===== src/rtl/dfh_cmd_regs.sv =====
module dfh_cmd_regs #(
  parameter int NUM_DISKS = 1,
  parameter int DW        = 18,
  parameter int AW        = 21
) (
  input  logic          clk,
  input  logic          rst_n,
  input  logic          grp,
  input  logic [1:0]    sub,
  input  logic          stb_test,
  input  logic          stb_rd,
  input  logic          stb_wr,
  input  logic [DW-1:0] wdata,
  input  logic          busy,
  input  logic [7:0]    err_set,
  input  logic          done_set,
  output logic [DW-1:0] rdata,
  output logic          skip,
  output logic          irq,
  output logic          start,
  output logic          abort,
  output logic [1:0]    func,
  output logic [AW-1:0] disk_addr
);
  localparam int HW = AW - DW;
  localparam logic [AW:0] CAPACITY = (AW+1)'(NUM_DISKS) << DW;

  logic [16:0]   sta_q, sta_n;
  logic [AW-1:0] addr_q, addr_n;
  logic [DW-1:0] buf_q, buf_n;
  logic          start_n, abort_n;

  wire g0      = ~grp;
  wire t_skip  = stb_test & g0 & (sub == 2'd0);
  wire t_clr   = stb_test & g0 & (sub == 2'd1);
  wire t_clrfn = stb_test & g0 & (sub == 2'd2);
  wire r0      = stb_rd & g0;
  wire w0      = stb_wr & g0;
  wire r1_clr  = stb_rd & grp & (sub == 2'd2);
  wire r1_sta  = stb_rd & grp & (sub == 2'd3);
  wire pge_hit = busy & (r0 | w0 | t_clrfn | r1_clr | r1_sta);

  wire summary = |sta_q[16:10];
  wire [DW-1:0] status_word = {summary, sta_q[16:7], 4'b0000, sta_q[2:0]};
  wire [AW:0]   hi_probe = {1'b0, wdata[HW-1:0], addr_q[DW-1:0]};

  assign func      = sta_q[2:1];
  assign disk_addr = addr_q;
  assign irq       = sta_q[0] & (summary | sta_q[7]);
  assign skip      = t_skip & (summary | sta_q[7]);

  always_comb begin
    rdata = '0;
    if (r1_sta) rdata = status_word;
    else if (r0 && !busy) begin
      case (sub)
        2'd0: rdata = buf_q;
        2'd1: rdata = addr_q[DW-1:0];
        2'd3: rdata = DW'({sta_q[10], addr_q[AW-1:DW]});
        default: rdata = '0;
      endcase
    end
  end

  always_comb begin
    sta_n   = sta_q;
    addr_n  = addr_q;
    buf_n   = buf_q;
    start_n = 1'b0;
    abort_n = 1'b0;
    if (t_clr) begin
      sta_n   = '0;
      addr_n  = '0;
      buf_n   = '0;
      abort_n = 1'b1;
    end else begin
      if (pge_hit) sta_n[8] = 1'b1;
      else begin
        if (t_clrfn) sta_n[2:0] = 3'b000;
        if (r1_clr) sta_n = '0;
        if (r0 && sub == 2'd2) sta_n[2:0] = sta_q[2:0] ^ wdata[2:0];
        if (w0) begin
          case (sub)
            2'd0: buf_n = wdata;
            2'd1: addr_n[DW-1:0] = wdata;
            2'd2: begin
              sta_n[7] = 1'b0;
              start_n  = |sta_q[2:1];
            end
            default: begin
              addr_n[AW-1:DW] = wdata[HW-1:0];
              if (hi_probe >= CAPACITY) sta_n[10] = 1'b1;
            end
          endcase
        end
      end
      sta_n[16:9] = sta_n[16:9] | err_set;
      sta_n[7]    = sta_n[7] | done_set;
    end
    sta_n[6:3] = 4'b0000;
  end

  always_ff @(posedge clk) begin
    if (!rst_n) begin
      sta_q  <= '0;
      addr_q <= '0;
      buf_q  <= '0;
      start  <= 1'b0;
      abort  <= 1'b0;
    end else begin
      sta_q  <= sta_n;
      addr_q <= addr_n;
      buf_q  <= buf_n;
      start  <= start_n;
      abort  <= abort_n;
    end
  end

  assert_one_strobe_R5: assert property (@(posedge clk) disable iff (!rst_n)
    $onehot0({stb_test, stb_rd, stb_wr}));

  assert_summary_R2: assert property (@(posedge clk) disable iff (!rst_n)
    r1_sta |-> (rdata[17] == |rdata[16:10]));

  assert_gap_zero_R3: assert property (@(posedge clk) disable iff (!rst_n)
    r1_sta |-> (rdata[6:3] == 4'b0000));

  assert_irq_R4: assert property (@(posedge clk) disable iff (!rst_n)
    r1_sta |-> (irq == (rdata[0] & (rdata[17] | rdata[7]))));

  assert_busy_pge_R7: assert property (@(posedge clk) disable iff (!rst_n)
    (busy && w0) |=> (sta_q[8] && $stable(buf_q) && $stable(addr_q)));

  assert_start_src_R11: assert property (@(posedge clk) disable iff (!rst_n)
    start |-> $past(w0 && sub == 2'd2 && !busy));

  assert_abort_clear_R12: assert property (@(posedge clk) disable iff (!rst_n)
    abort |-> (addr_q == '0 && buf_q == '0 && !start));
endmodule


===== config.mk =====
export PLATFORM = sky130hd
export DESIGN_NAME = dfh_cmd_regs
export DESIGN_NICKNAME = d
export VERILOG_FILES = /design/src/rtl/dfh_cmd_regs.sv
export SDC_FILE = /design/constraint.sdc
export NUM_CORES = 1
export LEC_CHECK = 0
export BUFFER_PORTS_ARGS = -buffer_cell sky130_fd_sc_hd__clkbuf_2
export CELL_PAD_IN_SITES_DETAIL_PLACEMENT = 0
export CELL_PAD_IN_SITES_GLOBAL_PLACEMENT = 1
export CORE_ASPECT_RATIO = 2
export CORE_MARGIN = 1
export CORE_UTILIZATION = 36
export DETAILED_ROUTE_END_ITERATION = 12
export GPL_ROUTABILITY_DRIVEN = 1
export PLACE_DENSITY_LB_ADDON = 0.25
export SLEW_MARGIN = 20
export SYNTH_ARGS = -nofsm -noshare
export SYNTH_HDL_FRONTEND = slang
export SYNTH_SLANG_ARGS = --single-unit
export TNS_END_PERCENT = 1

===== constraint.sdc =====
create_clock -name clk -period 2.45 [get_ports clk]
set_clock_uncertainty 0.2 [all_clocks]
set_input_delay 0.49 -clock clk [delete_from_list [all_inputs] [get_ports clk]]
set_output_delay 0.49 -clock clk [all_outputs]
set_load 0.05 [all_outputs]

---- Yosys cells after proc, flatten, opt, wreduce, memory -nomap -nowiden ----
Cells that the tools add are included.
W data, S select, Z words.
operators by class
  order comparisons ....................... 1
  bitwise operators ....................... 26
  muxes and demuxes ....................... 17
  eq/ne operators ......................... 4
  reductions and logical operators ........ 15
operators by type and width
  operator                number
  $pmux W18 S3            1
  $mux W18                2
  $mux W8                 4
  $ge A21 B19 Y1 const B  1
  $mux W17                1
  $and A1 B1 Y1           12
  $reduce_and A3 Y1       3
  $or A8 B8 Y8            1
  $mux W1                 7
  $reduce_or A7 Y1        1
  $mux W3                 2
  $not A1 Y1              6
  $or A1 B1 Y1            6
  $reduce_or A5 Y1        1
  $eq A2 B2 Y1 const B    2
  $reduce_bool A4 Y1      1
  $reduce_or A2 Y1        2
  $reduce_or A3 Y1        1
  $xor A3 B3 Y3           1
  $eq A2 B1 Y1 const B    1
  $logic_and A1 B1 Y1     2
  $logic_not A2 Y1        1
  $ne A2 B2 Y1 const B    1
  $reduce_and A2 Y1       1
  other kinds (2)         2
storage, ports and cells
  register bits ........................... 58
  output and inout port bits .............. 45
  logic and storage cells ................. 72

---- Longest topological paths before layout ----
Gate-level depths: netlist of run 1.
  word-level depth ........................ 11
  gate-level depth with buffers ........... 7
  gate-level depth less buffers ........... 4

---- Least setup slack after synthesis of run 1 ----
Ideal clock, no wire load.
  kind .................................... input to output
  from .................................... in sub[0]
  to ...................................... out skip
  required time ........................... 1,760 ps
  stages on the path ...................... 4
  buffers on the path ..................... 3
  arrival time ............................ 2,719 ps
  path slack .............................. -959 ps
  cell sequence ........................... buf_2 > buf_2 > buf_4 > nor4b_1
between the ends
  cells in the longest elaborated chain, start to end .. 3
ends and longest elaborated chain
  what              RTL line  text
  from (decl)       9         input logic [1:0] sub,
  $logic_not A2 Y1  34        wire t_skip = stb_test & g0 & (sub == 2'd0);
  $and A1 B1 Y1     34
  $and A1 B1 Y1     50        assign skip = t_skip & (summary | sta_q[7]);
  to (decl)         18        output logic skip,
Every way passes these cells.

---- Worst setup path in the final report of run 1 ----
  from .................................... reg sta_q[13]
  to ...................................... out irq
between the ends
  cells in the longest elaborated chain, start to end .. 3
ends and longest elaborated chain
  what                    RTL line  text
  from (decl)             28        logic [16:0] sta_q, sta_n;
  from (signal assigned)  111       sta_q <= sta_n;
  $reduce_or A7 Y1        43        wire summary = |sta_q[16:10];
  $or A1 B1 Y1            49        assign irq = sta_q[0] & (summary | sta_q[7]);
  $and A1 B1 Y1           49
  to (decl)               19        output logic irq,
Every way passes these cells.

==> results of run 1 <==
-- metal layers --
layer,vias up,wire length [um]
li1,1222,-
met1,1096,2910
met2,70,3590
met3,7,265
met4,0,99
met5,-,0
-- placed cells by master (no fill, tap or decap), types with 5 or more instances in the layout --
| cell | n |
|---|---|
| clkbuf_2 | 73 |
| nor2_1 | 14 |
| buf_4 | 16 |
| mux2i_1 | 21 |
| o21ai_0 | 7 |
| a21oi_1 | 45 |
| buf_12 | 9 |
| dfxtp_1 | 54 |
| clkbuf_16 | 5 |
| nand2_1 | 91 |
| o21ai_2 | 6 |
-- worst max-delay path by stage --
stage,depth (start not counted),startpoint,slack (ns),end
4_1_cts,5,sta_q[13],0.05,irq
3_3_place_gp,6,grp,0.15,rdata[8]
6_report,5,sta_q[13],0.09,irq
5_1_grt,5,sta_q[13],0.003,irq
2_1_floorplan,7,sub[1],-0.18,rdata[10]
3_5_place_dp,6,grp,0.14,rdata[14]
-- critical path: stages, from the launching register on --
cell and delay, ns:
dfxtp_1 0.33, nor4_1 0.26, nand2_1 0.13, nor2_1 0.30, nor2b_1 0.11, clkbuf_2 0.25
-- stage by stage --
| step | instances | power [mW] |
|---|---|---|
| after global placement | 475 | 1.15 |
| after CTS | 483 | 1.88 |
| final | 483 | 1.86 |
| after detailed placement | 475 | 1.16 |
| after floorplan | 311 | 1.06 |
| after global routing | 483 | 1.93 |
-- flip-flops by register name (all words and copies together), names as in the netlist --
signal     flops
disk_addr     21
buf_q         18
sta_q         13
abort          1
start          1
-- layout make-up --
type / instances / area, um^2 / area share (%)
multi-input combinational: 235 / 1340 / 40.1
sequential: 54 / 1080 / 32.3
timing repair buffer: 98 / 666 / 19.9
clock buffer: 7 / 143 / 4.26
tap: 88 / 110 / 3.29
clock inverter: 1 / 5.00 / 0.150
-- logic make-up (layout without fill, tap and decap cells) --
kind of cell           Yosys count  count (layout)  share of synthesized area, %
buffers and inverters           22             106                          4.88
multiplexers                    21              21                          8.45
AO/OA/AOI/OAI                   76              76                          17.0
flip-flops                      54              54                          43.4
AND/OR/NAND/NOR                138             138                          26.2
-- report_power, final --
part	switching, mW	internal, mW	total, mW
registers	0.0166	0.899	0.916
clock network	0.315	0.406	0.721
logic	0.133	0.0866	0.220
==> metrics.txt, run 1 <==
worst rel slew slack=a little over two thirds; Root Buffer=clkbuf_16; final wirelength=6860 um; clock buffer count from CTS=5; Worst VDD drop=0.621 mV; Core Util, Final=50.5%; clock sinks=54; hold slack final=0.203 ns; FF-to-FF End=sta_q[10]; met2 GRT Util=34.6%; worst r2r path cells=2; CTS tree=done; Via density=4.96; CP Launch Type=flip-flop; outcome=completed; setup TNS=0 ns; worst-path fanout max=3; GRT Resource Usage Total=20.4%; io pins=approximately 80; FP Rows=42; post-synthesis cell type count=32; Placed Area=0.00320 mm^2; cell with the most instances after synthesis=nand2_1; global routing usage on met1=25.3%; hold_sp=err_set[4]; Syn Nets=approximately 350; clock transition at the registers of the reported paths=0.07 ns; die height=between 100 and 150 um; fraction of layout cells with a size suffix above 1=30.9%; Setup Fix Bufs, Post-CTS=0; top cells by area, synth=dfxtp_1, nand2_1, a21oi_1, mux2i_1, o21ai_0; clk_lat worst skew=roughly 0.29 ns; initial drt markers=93; asr flop ratio synth=0%; Final setup viols=0; Fillers=685; Slew Viols, Final=0; global route hottest layer=met2; die area=0.00727 mm^2; DRT antenna net count=0; #FFs+latches synth=54; PD cells=555 mW/mm^2; leakage power total=1.37 nW; Final nets=430; RSZ-0062 raised after global routing=false; grt ovf=0; reg-to-reg slack, setup=1.45 ns; final worst setup slack=0.0883 ns; Yosys top cell area share=between 40% and 50%; commonest cells in the netlist=nand2_1, dfxtp_1, a21oi_1; CP required=about 1.8 ns; Post-synth EDFFs=0; DRC Markers=0; Synth-to-Final Area Change=34.4%; Tmin final=2.36 ns; Fmax=423 MHz; core area=0.00662 mm^2; Via Count=2395; reg-to-reg startpoint=sta_q[10]; Placer Congestion=around 0.8; Tightest Pin Transition=0.454 ns; end of the worst hold path=sta_q[13]; Hold Path Class=input port to flip-flop; first-pass GRT wire length=11000 um; YS warnings=0; final hold viol count=0; Avg Cell Area, Syn=8.00 um^2; initial antenna violation count=0; post-route clock period utilization=a little over nine tenths; hold_buf cts=0; Hold Path Stages=3; drt wl/cell=14.2 um; pin count of the biggest net entering global routing=28; WS Path Type=flip-flop to output port; Max-Cap Viols=0; largest area contributor in the netlist=dfxtp_1; met3 usage=around 3.4%; sequential-to-total area share from yosys stat=between 40% and 50%; Port Buf Inserts=80; Starting Density=37.6%; n_diodes=0; synthesized area=0.00249 mm^2; Arrival @ worst endpoint=1.67 ns; Pre-antenna DRT Iters=4; Crit. End Element=output port; number of global-route vias before repair=2192; Longest Clk Path Bufs=2; CTS HTree Levels=2; Cells after Synth=311; Die Span X=60.8 um; hpwl dp=~5100 um; Main synth FF type=dfxtp_1; Place WS=0.144 ns; fin area=0.00334 mm^2; quantity of gates resized following cts=0
Power figures use the tool's default switching activity.
==> run 2: changes to the inputs <==
Settings changed: ABC_AREA set to 1, CORE_ASPECT_RATIO 2 to 0.8, CORE_UTILIZATION 36 to 35.
==> metrics.txt, run 2 <==
mux contribution to synthesized area=0% (-8.4 points); largest area contributor in the netlist=dfxtp_1; CTS tree=done; Slew Viols, Final=0 (unchanged); Main synth FF type=dfxtp_1; Tightest Pin Transition=0.452 ns (-0.00210 ns); CP required=1.76 ns (about the same); most common cell after layout, fill and taps aside=nand2_1; core area=0.00746 mm^2 (+13%); Longest Clk Path Bufs=2 (unchanged); FP Rows=28 (-33%); Tmin final=2.38 ns (+0.0225 ns); Place WS=-0.0317 ns (-0.175 ns); Avg Cell Area, Syn=6.50 um^2 (-19%); GRT Resource Usage Total=19.2% (-1.2 points); Final setup viols=0 (unchanged); io pins=81 (unchanged); post-synthesis compound-gate area fraction=11.6% (-5.4 points); most frequent cells in the layout=nand2_1, nor2_1, clkbuf_2, inv_1, dfxtp_1; die height=80.7 um (-32%); die area=0.00811 mm^2 (+11%); Clock power frac=33.3% (-5.5 points); Starting Density=36.3% (-1.3 points); reg-to-reg startpoint=sta_q[7]; FF-to-FF End=sta_q[7]; hpwl dp=5480 um (+7.9%); asr flop ratio synth=0% (unchanged); RSZ-0062 raised after global routing=false; Final nets=545 (+27%); pin count of the biggest net entering global routing=26 (-7.1%); Port Buf Inserts=80 (unchanged); YS warnings=0 (unchanged); Cells after Synth=417 (+34%); Net Sw Frac=29.1% (+4.1 points); #FFs+latches synth=54 (unchanged); Post-Synth Adder-Cell Area=0% (unchanged); Simple-Gate Fraction of Synth Area=35.1% (+8.8 points); worst r2r path cells=6 (+4); commonest cells in the netlist=nand2_1, nor2_1, inv_1; synthesized area=0.00271 mm^2 (+8.9%); Via Count=2767 (+16%); DRT antenna net count=0 (unchanged); Fmax=419 MHz (-0.95%); Power, Total=1.87 mW (+0.77%); hold slack final=0.171 ns (-0.0328 ns); top cells by area, synth=dfxtp_1, nand2_1, nor2_1, inv_1, a21oi_1; Arrival @ worst endpoint=1.69 ns (+0.02 ns); Synth-to-Final Area Change=35.9%; worst-path fanout max=13 (+10); first-pass GRT wire length=12000 um (+9.2%); initial drt markers=72 (-23%); Die Span X=100 um (+65%); Root Buffer=clkbuf_8; end of the worst hold path=sta_q[7]; outcome=completed; fraction of layout cells with a size suffix above 1=24.3% (-6.6 points); Post-synth EDFFs=0 (unchanged); clock buffer count from CTS=5 (unchanged); Placer Congestion=0.832 (+4.1%); CTS HTree Levels=2 (unchanged); clock sinks=54 (unchanged); clock transition at the registers of the reported paths=0.10 ns (+0.03 ns); sequential-to-total area share from yosys stat=39.9% (-3.6 points); Worst VDD drop=0.257 mV (-59%); post-synthesis cell type count=27 (-16%); leakage power total=1.89 nW (+38%); n_diodes=0 (unchanged); final worst setup slack=0.0658 ns (-0.0225 ns); Max-Cap Viols=0 (unchanged); PD cells=508 mW/mm^2 (-8.5%); Fillers=779 (+14%); Hold Path Class=input port to flip-flop; final wirelength=7400 um (+7.9%); grt ovf=0 (unchanged); hold_sp=done_set; fin area=0.00368 mm^2 (+10%); worst rel slew slack=69.9% (+0.27 points); Sw Pwr=545 uW (+17%); drt wl/cell=12.0 um (-15%); Comb pwr share=17.0% (+5.2 points); Pre-antenna DRT Iters=4 (unchanged); largest family of logic cells by synthesized area=simple AND/OR/NAND/NOR gates; final hold viol count=0 (unchanged); Placed Area=0.00352 mm^2 (+10%); cell with the most instances after synthesis=nand2_1; number of global-route vias before repair=2483 (+13%); Crit. End Element=output port; Yosys top cell area share=39.9% (-3.6 points); WS Path Type=input port to output port; DRC Markers=0 (unchanged); initial antenna violation count=0 (unchanged); Int Pwr=1.33 mW (-4.7%); Via density=4.50 (-9.3%); number of flip-flops in the largest register=21 (unchanged); Hold Path Stages=3 (unchanged); Syn Nets=453 (+31%); sequential power share=49.8% (+0.5 points); Synth Area in XOR/XNOR=0.646% (+0.65 points); CP Launch Type=input port; clk_lat worst skew=0.31 ns (+0.02 ns); post-route clock period utilization=97.3% (+0.92 points); reg-to-reg slack, setup=1.28 ns (-0.17 ns)
[run 2: cell count changes after synthesis, moves of 4 or more]
cell,before,now
clkbuf_1,2,6
nand2_1,91,116
nor2_1,17,94
mux2i_1,21,0
nor3b_1,4,0
nand2b_1,4,0
inv_1,0,59
o2bb2ai_1,4,0
o21ai_0,17,10
buf_2,16,2
a21oi_1,45,21
o22ai_1,0,16
nor2_2,0,4
[run 2: area by class of cell]
cell class / count / area (um^2) / share of cell area [%]
Multi-Input combinational cell: 287 / 1310 / 35.6
Sequential cell: 54 / 1080 / 29.3
Timing Repair Buffer: 101 / 818 / 22.2
Inverter: 60 / 229 / 6.21
Tap cell: 105 / 131 / 3.57
Clock buffer: 5 / 68.8 / 1.87
Clock inverter: 3 / 45.0 / 1.22
[run 2: worst max-delay path, cell delays in order]
cell and delay, ns:
clkbuf_2 0.12, nor2_2 0.05, inv_1 0.34, buf_4 0.19
o22ai_1 0.05, a21oi_1 0.15, o22ai_2 0.12, buf_12 0.18
[run 2: what timing repair did]
action | 4_1_cts | 5_1_grt
hold buffers | 0 | 0
endpoints found under the setup margin | 3 | 4
setup buffers | 0 | 1
resized for setup | 1 | 4
[run 2: worst max path at each step]
stage	start	end	slack, ns	cells after the start
2_1_floorplan	sub[0]	rdata[17]	-0.24	4
3_3_place_gp	sub[0]	rdata[3]	0.02	8
3_5_place_dp	sub[0]	rdata[3]	-0.03	8
4_1_cts	sub[0]	rdata[3]	-0.04	8
5_1_grt	sta_q[10]	irq	0.01	6
6_report	sub[1]	rdata[0]	0.07	8
[run 2: power by group through the flow]
stage	Sequential [mW]	Clock [mW]	Combinational [mW]
floorplan	0.981	0	0.157
finish	0.931	0.622	0.317
global placement	0.948	0	0.309
global route	0.936	0.667	0.347
detailed placement	0.948	0	0.311
CTS	0.929	0.629	0.314
[run 2: kinds of logic (layout without fill, tap and decap cells)]
kind of cell	Yosys count	in the layout
buf+inv	76	169
compound gates	54	54
simple gates	231	231
flops	54	54
xor+xnor	2	2
[run 2: stage by stage]
step	cells	util (%)	setup TNS, ns
floorplan	417	-	-1.17
global placement	606	47.2	0
detailed placement	606	47.2	-0.0317
CTS	614	48.8	-0.0355
global route	615	49.4	0
finish	615	49.4	0
[run 2: metal layers]
layer | GRT usage [%] | part of all wire (%) | wire, um | vias to the layer above
li1 | - | - | - | 1458
met1 | 26.0 | 49 | 3630 | 1229
met2 | 31.6 | 45 | 3300 | 73
met3 | 3.57 | 5.5 | 407 | 7
met4 | 4.64 | 0.81 | 60 | 0
met5 | 0 | 0 | 0 | -
